### config.mk
export PLATFORM = sky130hd
export DESIGN_NAME = dualcast_matcher
export DESIGN_NICKNAME = d
export VERILOG_FILES = /design/src/rtl/dcm_pkg.sv /design/src/rtl/dcm_window_bank.sv /design/src/rtl/dcm_match.sv /design/src/rtl/dcm_issue.sv /design/src/rtl/dualcast_matcher.sv
export SDC_FILE = /design/constraint.sdc
export NUM_CORES = 2
export LEC_CHECK = 0
export ABC_AREA = 1
export BUFFER_PORTS_ARGS = -buffer_cell sky130_fd_sc_hd__buf_2
export CORE_MARGIN = 5
export CORE_UTILIZATION = 50
export CTS_BUF_LIST = sky130_fd_sc_hd__clkbuf_4
export DETAILED_ROUTE_END_ITERATION = 8
export PLACE_DENSITY_LB_ADDON = 0.05
export SLEW_MARGIN = 20
export SYNTH_ARGS = -nofsm -noshare
export SYNTH_HDL_FRONTEND = slang
export SYNTH_SLANG_ARGS = --single-unit
### constraint.sdc
create_clock -name clk -period 6.4 [get_ports clk]
set_input_delay 0.32 -clock clk [delete_from_list [all_inputs] [get_ports clk]]
set_output_delay 0.32 -clock clk [all_outputs]
set_load 0.02 [all_outputs]
### src/rtl/dcm_pkg.sv
package dcm_pkg;

   // Transaction kinds presented on the ingress header
   typedef enum logic [1:0] {
      KIND_POSTED  = 2'd0,
      KIND_NONPOST = 2'd1,
      KIND_CPL     = 2'd2,
      KIND_RSVD    = 2'd3
   } dcm_kind_e;

   // Configuration register selector
   typedef enum logic [1:0] {
      FLD_BASE  = 2'd0,
      FLD_LIMIT = 2'd1,
      FLD_XLAT  = 2'd2,
      FLD_CTRL  = 2'd3
   } dcm_field_e;

   // Control word layout: enable in bit 0, target port above it
   localparam int CTRL_EN_BIT   = 0;
   localparam int CTRL_PORT_LSB = 1;

endpackage

### src/rtl/dcm_window_bank.sv
module dcm_window_bank
   import dcm_pkg::*;
#(
   parameter int ADDR_W = 64,
   parameter int NWIN   = 4,
   parameter int PORT_W = 3,
   localparam int WIN_W = (NWIN > 1) ? $clog2(NWIN) : 1
) (
   input  logic              clk,
   input  logic              rst_n,
   input  logic              cfg_we,
   input  logic [WIN_W-1:0]  cfg_win,
   input  logic [1:0]        cfg_field,
   input  logic [ADDR_W-1:0] cfg_wdata,
   output logic [ADDR_W-1:0] win_base  [NWIN],
   output logic [ADDR_W-1:0] win_limit [NWIN],
   output logic [ADDR_W-1:0] win_xlat  [NWIN],
   output logic [PORT_W-1:0] win_port  [NWIN],
   output logic              win_en    [NWIN]
);

   // One register set per window
   for (genvar g = 0; g < NWIN; g++) begin : g_win
      logic sel;
      assign sel = cfg_we && (cfg_win == WIN_W'(g));

      always_ff @(posedge clk) begin
         if (!rst_n) begin
            win_base[g]  <= '0;
            win_limit[g] <= '0;
            win_xlat[g]  <= '0;
            win_port[g]  <= '0;
            win_en[g]    <= 1'b0;
         end else if (sel) begin
            unique case (dcm_field_e'(cfg_field))
               FLD_BASE:  win_base[g]  <= cfg_wdata;
               FLD_LIMIT: win_limit[g] <= cfg_wdata;
               FLD_XLAT:  win_xlat[g]  <= cfg_wdata;
               FLD_CTRL: begin
                  win_en[g]   <= cfg_wdata[CTRL_EN_BIT];
                  win_port[g] <= cfg_wdata[CTRL_PORT_LSB +: PORT_W];
               end
               default: ;
            endcase
         end
      end

      // a window leaves reset disabled

      win_reset_off_chk: assert property (@(posedge clk)
         $rose(rst_n) |-> !win_en[g]);
   end

endmodule

### src/rtl/dcm_match.sv
module dcm_match
   import dcm_pkg::*;
#(
   parameter int ADDR_W = 64,
   parameter int NWIN   = 4,
   parameter int PORT_W = 3,
   localparam int WIN_W = (NWIN > 1) ? $clog2(NWIN) : 1
) (
   input  logic [ADDR_W-1:0] addr,
   input  logic [1:0]        kind,
   input  logic [ADDR_W-1:0] win_base  [NWIN],
   input  logic [ADDR_W-1:0] win_limit [NWIN],
   input  logic [ADDR_W-1:0] win_xlat  [NWIN],
   input  logic [PORT_W-1:0] win_port  [NWIN],
   input  logic              win_en    [NWIN],
   output logic              dup_hit,
   output logic [ADDR_W-1:0] dup_addr,
   output logic [PORT_W-1:0] dup_port
);

   logic [NWIN-1:0]  w_hit;
   logic [WIN_W-1:0] sel;

   // Per-window inclusive range compare
   for (genvar g = 0; g < NWIN; g++) begin : g_cmp
      assign w_hit[g] = win_en[g]
                     && (addr >= win_base[g])
                     && (addr <= win_limit[g]);
   end

   // Lowest index has priority: scan from the top down
   always_comb begin
      sel = '0;
      for (int i = NWIN - 1; i >= 0; i--) begin
         if (w_hit[i]) sel = WIN_W'(i);
      end
   end

   assign dup_hit  = (|w_hit) && (dcm_kind_e'(kind) == KIND_POSTED);
   assign dup_addr = addr - win_base[sel] + win_xlat[sel];
   assign dup_port = win_port[sel];

endmodule

### src/rtl/dcm_issue.sv
module dcm_issue
   import dcm_pkg::*;
#(
   parameter int ADDR_W = 64,
   parameter int PORT_W = 3,
   parameter int TAG_W  = 8,
   parameter int CNT_W  = 16
) (
   input  logic              clk,
   input  logic              rst_n,
   input  logic              in_valid,
   output logic              in_ready,
   input  logic [1:0]        in_kind,
   input  logic [ADDR_W-1:0] in_addr,
   input  logic [TAG_W-1:0]  in_tag,
   input  logic [PORT_W-1:0] in_port,
   input  logic              dup_hit,
   input  logic [ADDR_W-1:0] dup_addr,
   input  logic [PORT_W-1:0] dup_port,
   output logic              out_valid,
   output logic              out_copy,
   output logic [1:0]        out_kind,
   output logic [ADDR_W-1:0] out_addr,
   output logic [TAG_W-1:0]  out_tag,
   output logic [PORT_W-1:0] out_port,
   output logic [CNT_W-1:0]  same_port_cnt
);

   logic              pend;
   logic [ADDR_W-1:0] cp_addr;
   logic [PORT_W-1:0] cp_port;
   logic [PORT_W-1:0] orig_port;
   logic              accept;

   assign in_ready = !pend;
   assign accept   = in_valid && in_ready;

   always_ff @(posedge clk) begin
      if (!rst_n) begin
         pend          <= 1'b0;
         cp_addr       <= '0;
         cp_port       <= '0;
         orig_port     <= '0;
         out_valid     <= 1'b0;
         out_copy      <= 1'b0;
         out_kind      <= '0;
         out_addr      <= '0;
         out_tag       <= '0;
         out_port      <= '0;
         same_port_cnt <= '0;
      end else if (pend) begin
         // Second request: kind and tag still held from the original
         pend      <= 1'b0;
         out_valid <= 1'b1;
         out_copy  <= 1'b1;
         out_addr  <= cp_addr;
         out_port  <= cp_port;
         if (cp_port == orig_port) same_port_cnt <= same_port_cnt + 1'b1;
      end else if (accept) begin
         out_valid <= 1'b1;
         out_copy  <= 1'b0;
         out_kind  <= in_kind;
         out_addr  <= in_addr;
         out_tag   <= in_tag;
         out_port  <= in_port;
         pend      <= dup_hit;
         cp_addr   <= dup_addr;
         cp_port   <= dup_port;
         orig_port <= in_port;
      end else begin
         out_valid <= 1'b0;
         out_copy  <= 1'b0;
      end
   end


   orig_passthru_chk: assert property (@(posedge clk) disable iff (!rst_n)
      (out_valid && !out_copy) |-> (out_addr == $past(in_addr)) && $past(in_valid));


   copy_follows_chk: assert property (@(posedge clk) disable iff (!rst_n)
      (out_valid && out_copy) |-> $past(out_valid && !out_copy));


   copy_posted_chk: assert property (@(posedge clk) disable iff (!rst_n)
      (out_valid && out_copy) |-> (dcm_kind_e'(out_kind) == KIND_POSTED));


   stall_one_chk: assert property (@(posedge clk) disable iff (!rst_n)
      !in_ready |=> (in_ready && out_valid && out_copy));


   cnt_on_copy_chk: assert property (@(posedge clk) disable iff (!rst_n)
      (same_port_cnt != $past(same_port_cnt)) |-> (out_valid && out_copy));

endmodule

### src/rtl/dualcast_matcher.sv
module dualcast_matcher
   import dcm_pkg::*;
#(
   parameter int ADDR_W = 64,
   parameter int NWIN   = 4,
   parameter int PORT_W = 3,
   parameter int TAG_W  = 8,
   parameter int CNT_W  = 16,
   localparam int WIN_W = (NWIN > 1) ? $clog2(NWIN) : 1
) (
   input  logic              clk,
   input  logic              rst_n,
   input  logic              cfg_we,
   input  logic [WIN_W-1:0]  cfg_win,
   input  logic [1:0]        cfg_field,
   input  logic [ADDR_W-1:0] cfg_wdata,
   input  logic              in_valid,
   output logic              in_ready,
   input  logic [1:0]        in_kind,
   input  logic [ADDR_W-1:0] in_addr,
   input  logic [TAG_W-1:0]  in_tag,
   input  logic [PORT_W-1:0] in_port,
   output logic              out_valid,
   output logic              out_copy,
   output logic [1:0]        out_kind,
   output logic [ADDR_W-1:0] out_addr,
   output logic [TAG_W-1:0]  out_tag,
   output logic [PORT_W-1:0] out_port,
   output logic [CNT_W-1:0]  same_port_cnt
);

   // Elaboration-time parameter checks
   if (NWIN < 1) begin : g_bad_nwin
      $error("dualcast_matcher: NWIN must be at least 1");
   end
   if (PORT_W < 1 || ADDR_W <= PORT_W + CTRL_PORT_LSB) begin : g_bad_port
      $error("dualcast_matcher: control word does not fit the data width");
   end
   if (CNT_W < 1 || TAG_W < 1) begin : g_bad_cnt
      $error("dualcast_matcher: counter and tag need at least one bit");
   end

   logic [ADDR_W-1:0] win_base  [NWIN];
   logic [ADDR_W-1:0] win_limit [NWIN];
   logic [ADDR_W-1:0] win_xlat  [NWIN];
   logic [PORT_W-1:0] win_port  [NWIN];
   logic              win_en    [NWIN];
   logic              dup_hit;
   logic [ADDR_W-1:0] dup_addr;
   logic [PORT_W-1:0] dup_port;

   dcm_window_bank #(.ADDR_W(ADDR_W), .NWIN(NWIN), .PORT_W(PORT_W)) u_bank (
      .clk       (clk),
      .rst_n     (rst_n),
      .cfg_we    (cfg_we),
      .cfg_win   (cfg_win),
      .cfg_field (cfg_field),
      .cfg_wdata (cfg_wdata),
      .win_base  (win_base),
      .win_limit (win_limit),
      .win_xlat  (win_xlat),
      .win_port  (win_port),
      .win_en    (win_en)
   );

   dcm_match #(.ADDR_W(ADDR_W), .NWIN(NWIN), .PORT_W(PORT_W)) u_match (
      .addr      (in_addr),
      .kind      (in_kind),
      .win_base  (win_base),
      .win_limit (win_limit),
      .win_xlat  (win_xlat),
      .win_port  (win_port),
      .win_en    (win_en),
      .dup_hit   (dup_hit),
      .dup_addr  (dup_addr),
      .dup_port  (dup_port)
   );

   dcm_issue #(.ADDR_W(ADDR_W), .PORT_W(PORT_W), .TAG_W(TAG_W), .CNT_W(CNT_W)) u_issue (
      .clk           (clk),
      .rst_n         (rst_n),
      .in_valid      (in_valid),
      .in_ready      (in_ready),
      .in_kind       (in_kind),
      .in_addr       (in_addr),
      .in_tag        (in_tag),
      .in_port       (in_port),
      .dup_hit       (dup_hit),
      .dup_addr      (dup_addr),
      .dup_port      (dup_port),
      .out_valid     (out_valid),
      .out_copy      (out_copy),
      .out_kind      (out_kind),
      .out_addr      (out_addr),
      .out_tag       (out_tag),
      .out_port      (out_port),
      .same_port_cnt (same_port_cnt)
   );

   // a copy is only possible when some window is enabled

   copy_needs_enable_chk: assert property (@(posedge clk) disable iff (!rst_n)
      (in_valid && in_ready && dup_hit) |-> (win_en.or() != 1'b0));

endmodule

==> impl_summary.md <==
Outcome
The run finished with clean final reports.

Timing
Of the available clock period, the critical path in the final layout requires 0.975. Setup repair after global routing could not meet its margin everywhere. The final count of negative-setup-slack endpoints is 0. Static timing analysis puts the maximum clock frequency at 160 MHz. The shortest clock period the worst path allows after layout is 6.24 ns. The final worst setup slack is 0.163 ns.

The smallest hold slack is 0.104 ns. Measured against its own limit, the worst slew margin works out to 0.0862. The final number of hold-violating endpoints is 0. The count of final max-slew check failures came to 0. At the pin with the least slew margin, the transition time is 1.37 ns. Summed over all failing endpoints, the final setup total negative slack is 0 ns. The final setup skew is 0.0925 ns.

Layout
Summing all flip-flop and latch instances after layout gives 0.0190 mm2. The multi-input combinational cell area is 0.0317 mm2. The net total in the final layout is 9206. The final instance count without filler cells is 10100. In the final layout, the share of cells above drive strength 1 is 0.168. The final core utilization is 0.606. The area growth from synthesis to layout is 20.8%.

The final-layout fill cell count is 10400.

Drt
After detailed routing, the number of vias per cell comes to 5.50. The number of remaining DRC errors is 0. The number of DRC violations after detailed-routing iteration 0 is 5472. The number of nets with antenna violations after detailed routing is 0. The routed layout has 55500 vias. The routed wire length per instance is 20.2 um. The first TritonRoute pass finished after 8 iterations. For this block, the routed nets add up to 204000 um of wire.

Synth
The distinct cell type count after synthesis is 58. Sorting the synthesized cells by how often they occur yields nor2_1, o21ai_0, nand2_1, dfxtp_1, a21oi_1. The number of flops mapped to enable cells by yosys is 0. Synthesis handed over a netlist of 7646 instances. Of the synthesized area, sequential elements account for 0.344. The leading register cell type out of synthesis is dfxtp_1.

The average size of a mapped cell is 7.23 um2. By area the synthesized netlist is led by dfxtp_1, ha_1, o21ai_0, a21oi_1, nor2_1. The biggest area contributor in the post-synthesis netlist is dfxtp_1. The cell area after synthesis is 0.0553 mm2. The synthesis-stage register bit count is 950.

The most common cell in the synthesized netlist is nor2_1. After synthesis, the share of flip-flops with an asynchronous set or reset is 0. The top-area cell type share of the netlist area is 0.344. The total number of yosys warnings is 0. The synthesized netlist net count is 8435.

Pwr
The switching power share of the total is 0.314. The share of total power dissipated in combinational logic is 0.224. The leakage dissipation is 29.3 nW. In this run the power spent charging and discharging nets is 0.00489 W. The share of total power dissipated in the clock network is 0.375. Of the total power, registers draw 0.401.

The power density over the cells is 233 mW/mm2. The internal power of the cells totals 0.0107 W. The peak ir drop on the vdd network is 0.122 mV.

CTS
The worst-skew pair later-pin latency is 1.20 ns. The buffer depth of the longest clock path is 4. The number of clock sinks is 950. After clock tree synthesis, the clock-pin slew on the worst setup and hold paths is 0.07 ns. The tree is rooted in a clkbuf_4. TritonCTS built the clock tree. The number of buffers added by the clock tree synthesis step is 290. The clock tree synthesis step divided the H-tree into 5 levels.

Setup path
The top fanout value on the critical path is 9. On the critical path, the stage with the largest delay is an instance of fa_1. The maximum cell stage delay along the critical path is 0.49 ns. The dominant delay contributor by cell family on the critical path is compound AO/OA/AOI/OAI gates.

The type of element launching the critical path is a register. The combined buffer and inverter count along the critical path is 11. The worst setup path is of the reg2reg kind. For the worst setup path, the data arrival time is 7.30 ns. The required time of the worst setup path is 7.46 ns. In this design, the critical path's most frequently occurring cell is nand2_1.

The kind of end point of the critical path is a register.

Global routing
The global-route usage over all layers is 0.331. The first global-routing pass estimated 304000 um of wire. The number of antenna violations at the first check in global routing is 17. The via count of the first global-routing pass was 51700.

The pin count of the biggest net entering global routing is 259. The total overflow left after global routing is 0.

Placed design
The final weighted congestion in routability-driven placement is 0.970. The count of buffers added on input and output ports is 244. The instance count after placement with tap cells included is 9410. Prior to clock tree synthesis, the placed netlist has a worst setup slack of -0.487 ns.

Detailed placement ended at an HPWL of 139000 um.

Hold path
The tightest min-delay check is of the in2reg type.

Floorplanning
The placeable core region is 0.110 mm2. The die boundary height is 343 um. In this run the count of I/O pins placed on the die edge is 245. The floorplan step defined a die boundary enclosing 0.117 mm2. From left edge to right edge, the die measures 343 um. The starting utilization of the core area is 0.502. The floorplan has 122 rows.

Run
The tool flagged a number of max-cap violations equal to 0.
[worst paths after layout]
path         cells after the start                     to                   from  slack [ns]
max                             36    u_issue.cp_addr[39]    u_bank.win_base[47]        0.16
min                              4    u_bank.win_xlat[98]          cfg_wdata[34]        0.10
max reg2reg                     36    u_issue.cp_addr[39]    u_bank.win_base[47]        0.16
min reg2reg                      2  u_bank.win_limit[222]  u_bank.win_limit[222]        0.46
[state kept, by name, summed over array words and instances (netlist names)]
| register | cells |
|---|---|
| u_bank.win_base | 256 |
| u_bank.win_limit | 256 |
| u_bank.win_xlat | 256 |
| u_issue.cp_addr | 64 |
| u_issue.out_addr | 64 |
| u_issue.same_port_cnt | 16 |
| u_bank.win_port | 12 |
| u_issue.out_tag | 8 |
| u_bank.win_en | 4 |
| u_issue.cp_port | 3 |
| u_issue.orig_port | 3 |
| u_issue.out_port | 3 |
| u_issue.out_kind | 2 |
| u_issue.out_copy | 1 |
| u_issue.out_valid | 1 |
| u_issue.pend | 1 |
[metrics by stage]
step                area, um2  total power, W
floorplan               55300         0.00800
global placement        60500         0.00953
detailed placement      60500         0.00956
CTS                     65700          0.0155
global route            66800          0.0163
finish                  66800          0.0156
[layer usage]
metal	GRT usage	vias to the layer above	routed length [um]
met4	0.0987	2	5310
met2	0.503	2296	87600
met1	0.472	25800	90600
met5	0	-	13
li1	-	27000	-
met3	0.0739	336	20300
[cells by family after synthesis]
kind of cell               synth area share
AOI/OAI and AO/OA                     0.229
and+or+nand+nor                       0.169
adders and majority gates             0.153
DFF                                   0.344
buffers and inverters                0.0978
xor gates and xnor gates            0.00776
[power by group through the flow]
stage / Sequential, W / Clock [W] / Combinational [W]
after floorplan: 0.00634 / 0 / 0.00166
after global routing: 0.00624 / 0.00631 / 0.00380
after global placement: 0.00636 / 0 / 0.00317
after detailed placement: 0.00636 / 0 / 0.00321
final: 0.00624 / 0.00583 / 0.00349
after CTS: 0.00623 / 0.00594 / 0.00331
[layout by cell type (no fill, tap or decap), drive strengths merged, types with 4 or more instances in the layout]
cell,netlist,final
bufinv,0,6
fa,63,63
a22oi,57,57
dlygate4sd3,0,178
o211ai,18,18
inv,916,921
clkbuf,362,409
nand3,165,165
a21oi,995,995
nor4,19,19
a31oi,34,34
o21a,24,24
a21boi,7,7
o21ai,1064,1064
xor2,34,34
o221ai,9,9
o21bai,9,9
clkinv,0,49
nand4,44,44
dfxtp,950,950
o32a,4,4
o22ai,5,5
nor3b,6,6
nor2,1103,1103
xnor2,15,15
nor3,30,30
nand2,963,963
ha,577,577
o32ai,58,58
or2,4,4
buf,87,745
a21o,16,16
[final cells by class]
class / instances / share of cell area
timing repair buffer: 928 / 0.109
multi-input combinational: 5331 / 0.475
antenna: 2 / 0.0000749
inverter: 916 / 0.0520
clock buffer: 404 / 0.0454
sequential: 950 / 0.285
clock inverter: 61 / 0.00582
tap: 1488 / 0.0279
[worst reg2reg max path: cells and delay by family (launching register included)]
family / cells / cell delay (ns)
xor+xnor: 1 / 0.22
simple gates: 9 / 0.96
compound gates: 12 / 2.24
flops: 1 / 0.33
fa+ha+maj: 3 / 1.08
buf+inv: 11 / 1.32
[timing repair]
item                                    4_1_cts  5_1_grt
resized for setup                             8      148
pin swaps                                     1       38
hold endpoints to repair                    876        0
hold buffers                                178        0
gates cloned                                  0        6
endpoints found under the setup margin       24       47
buffers inserted                              1       18
Note: power is estimated with default switching activity, not from simulation.
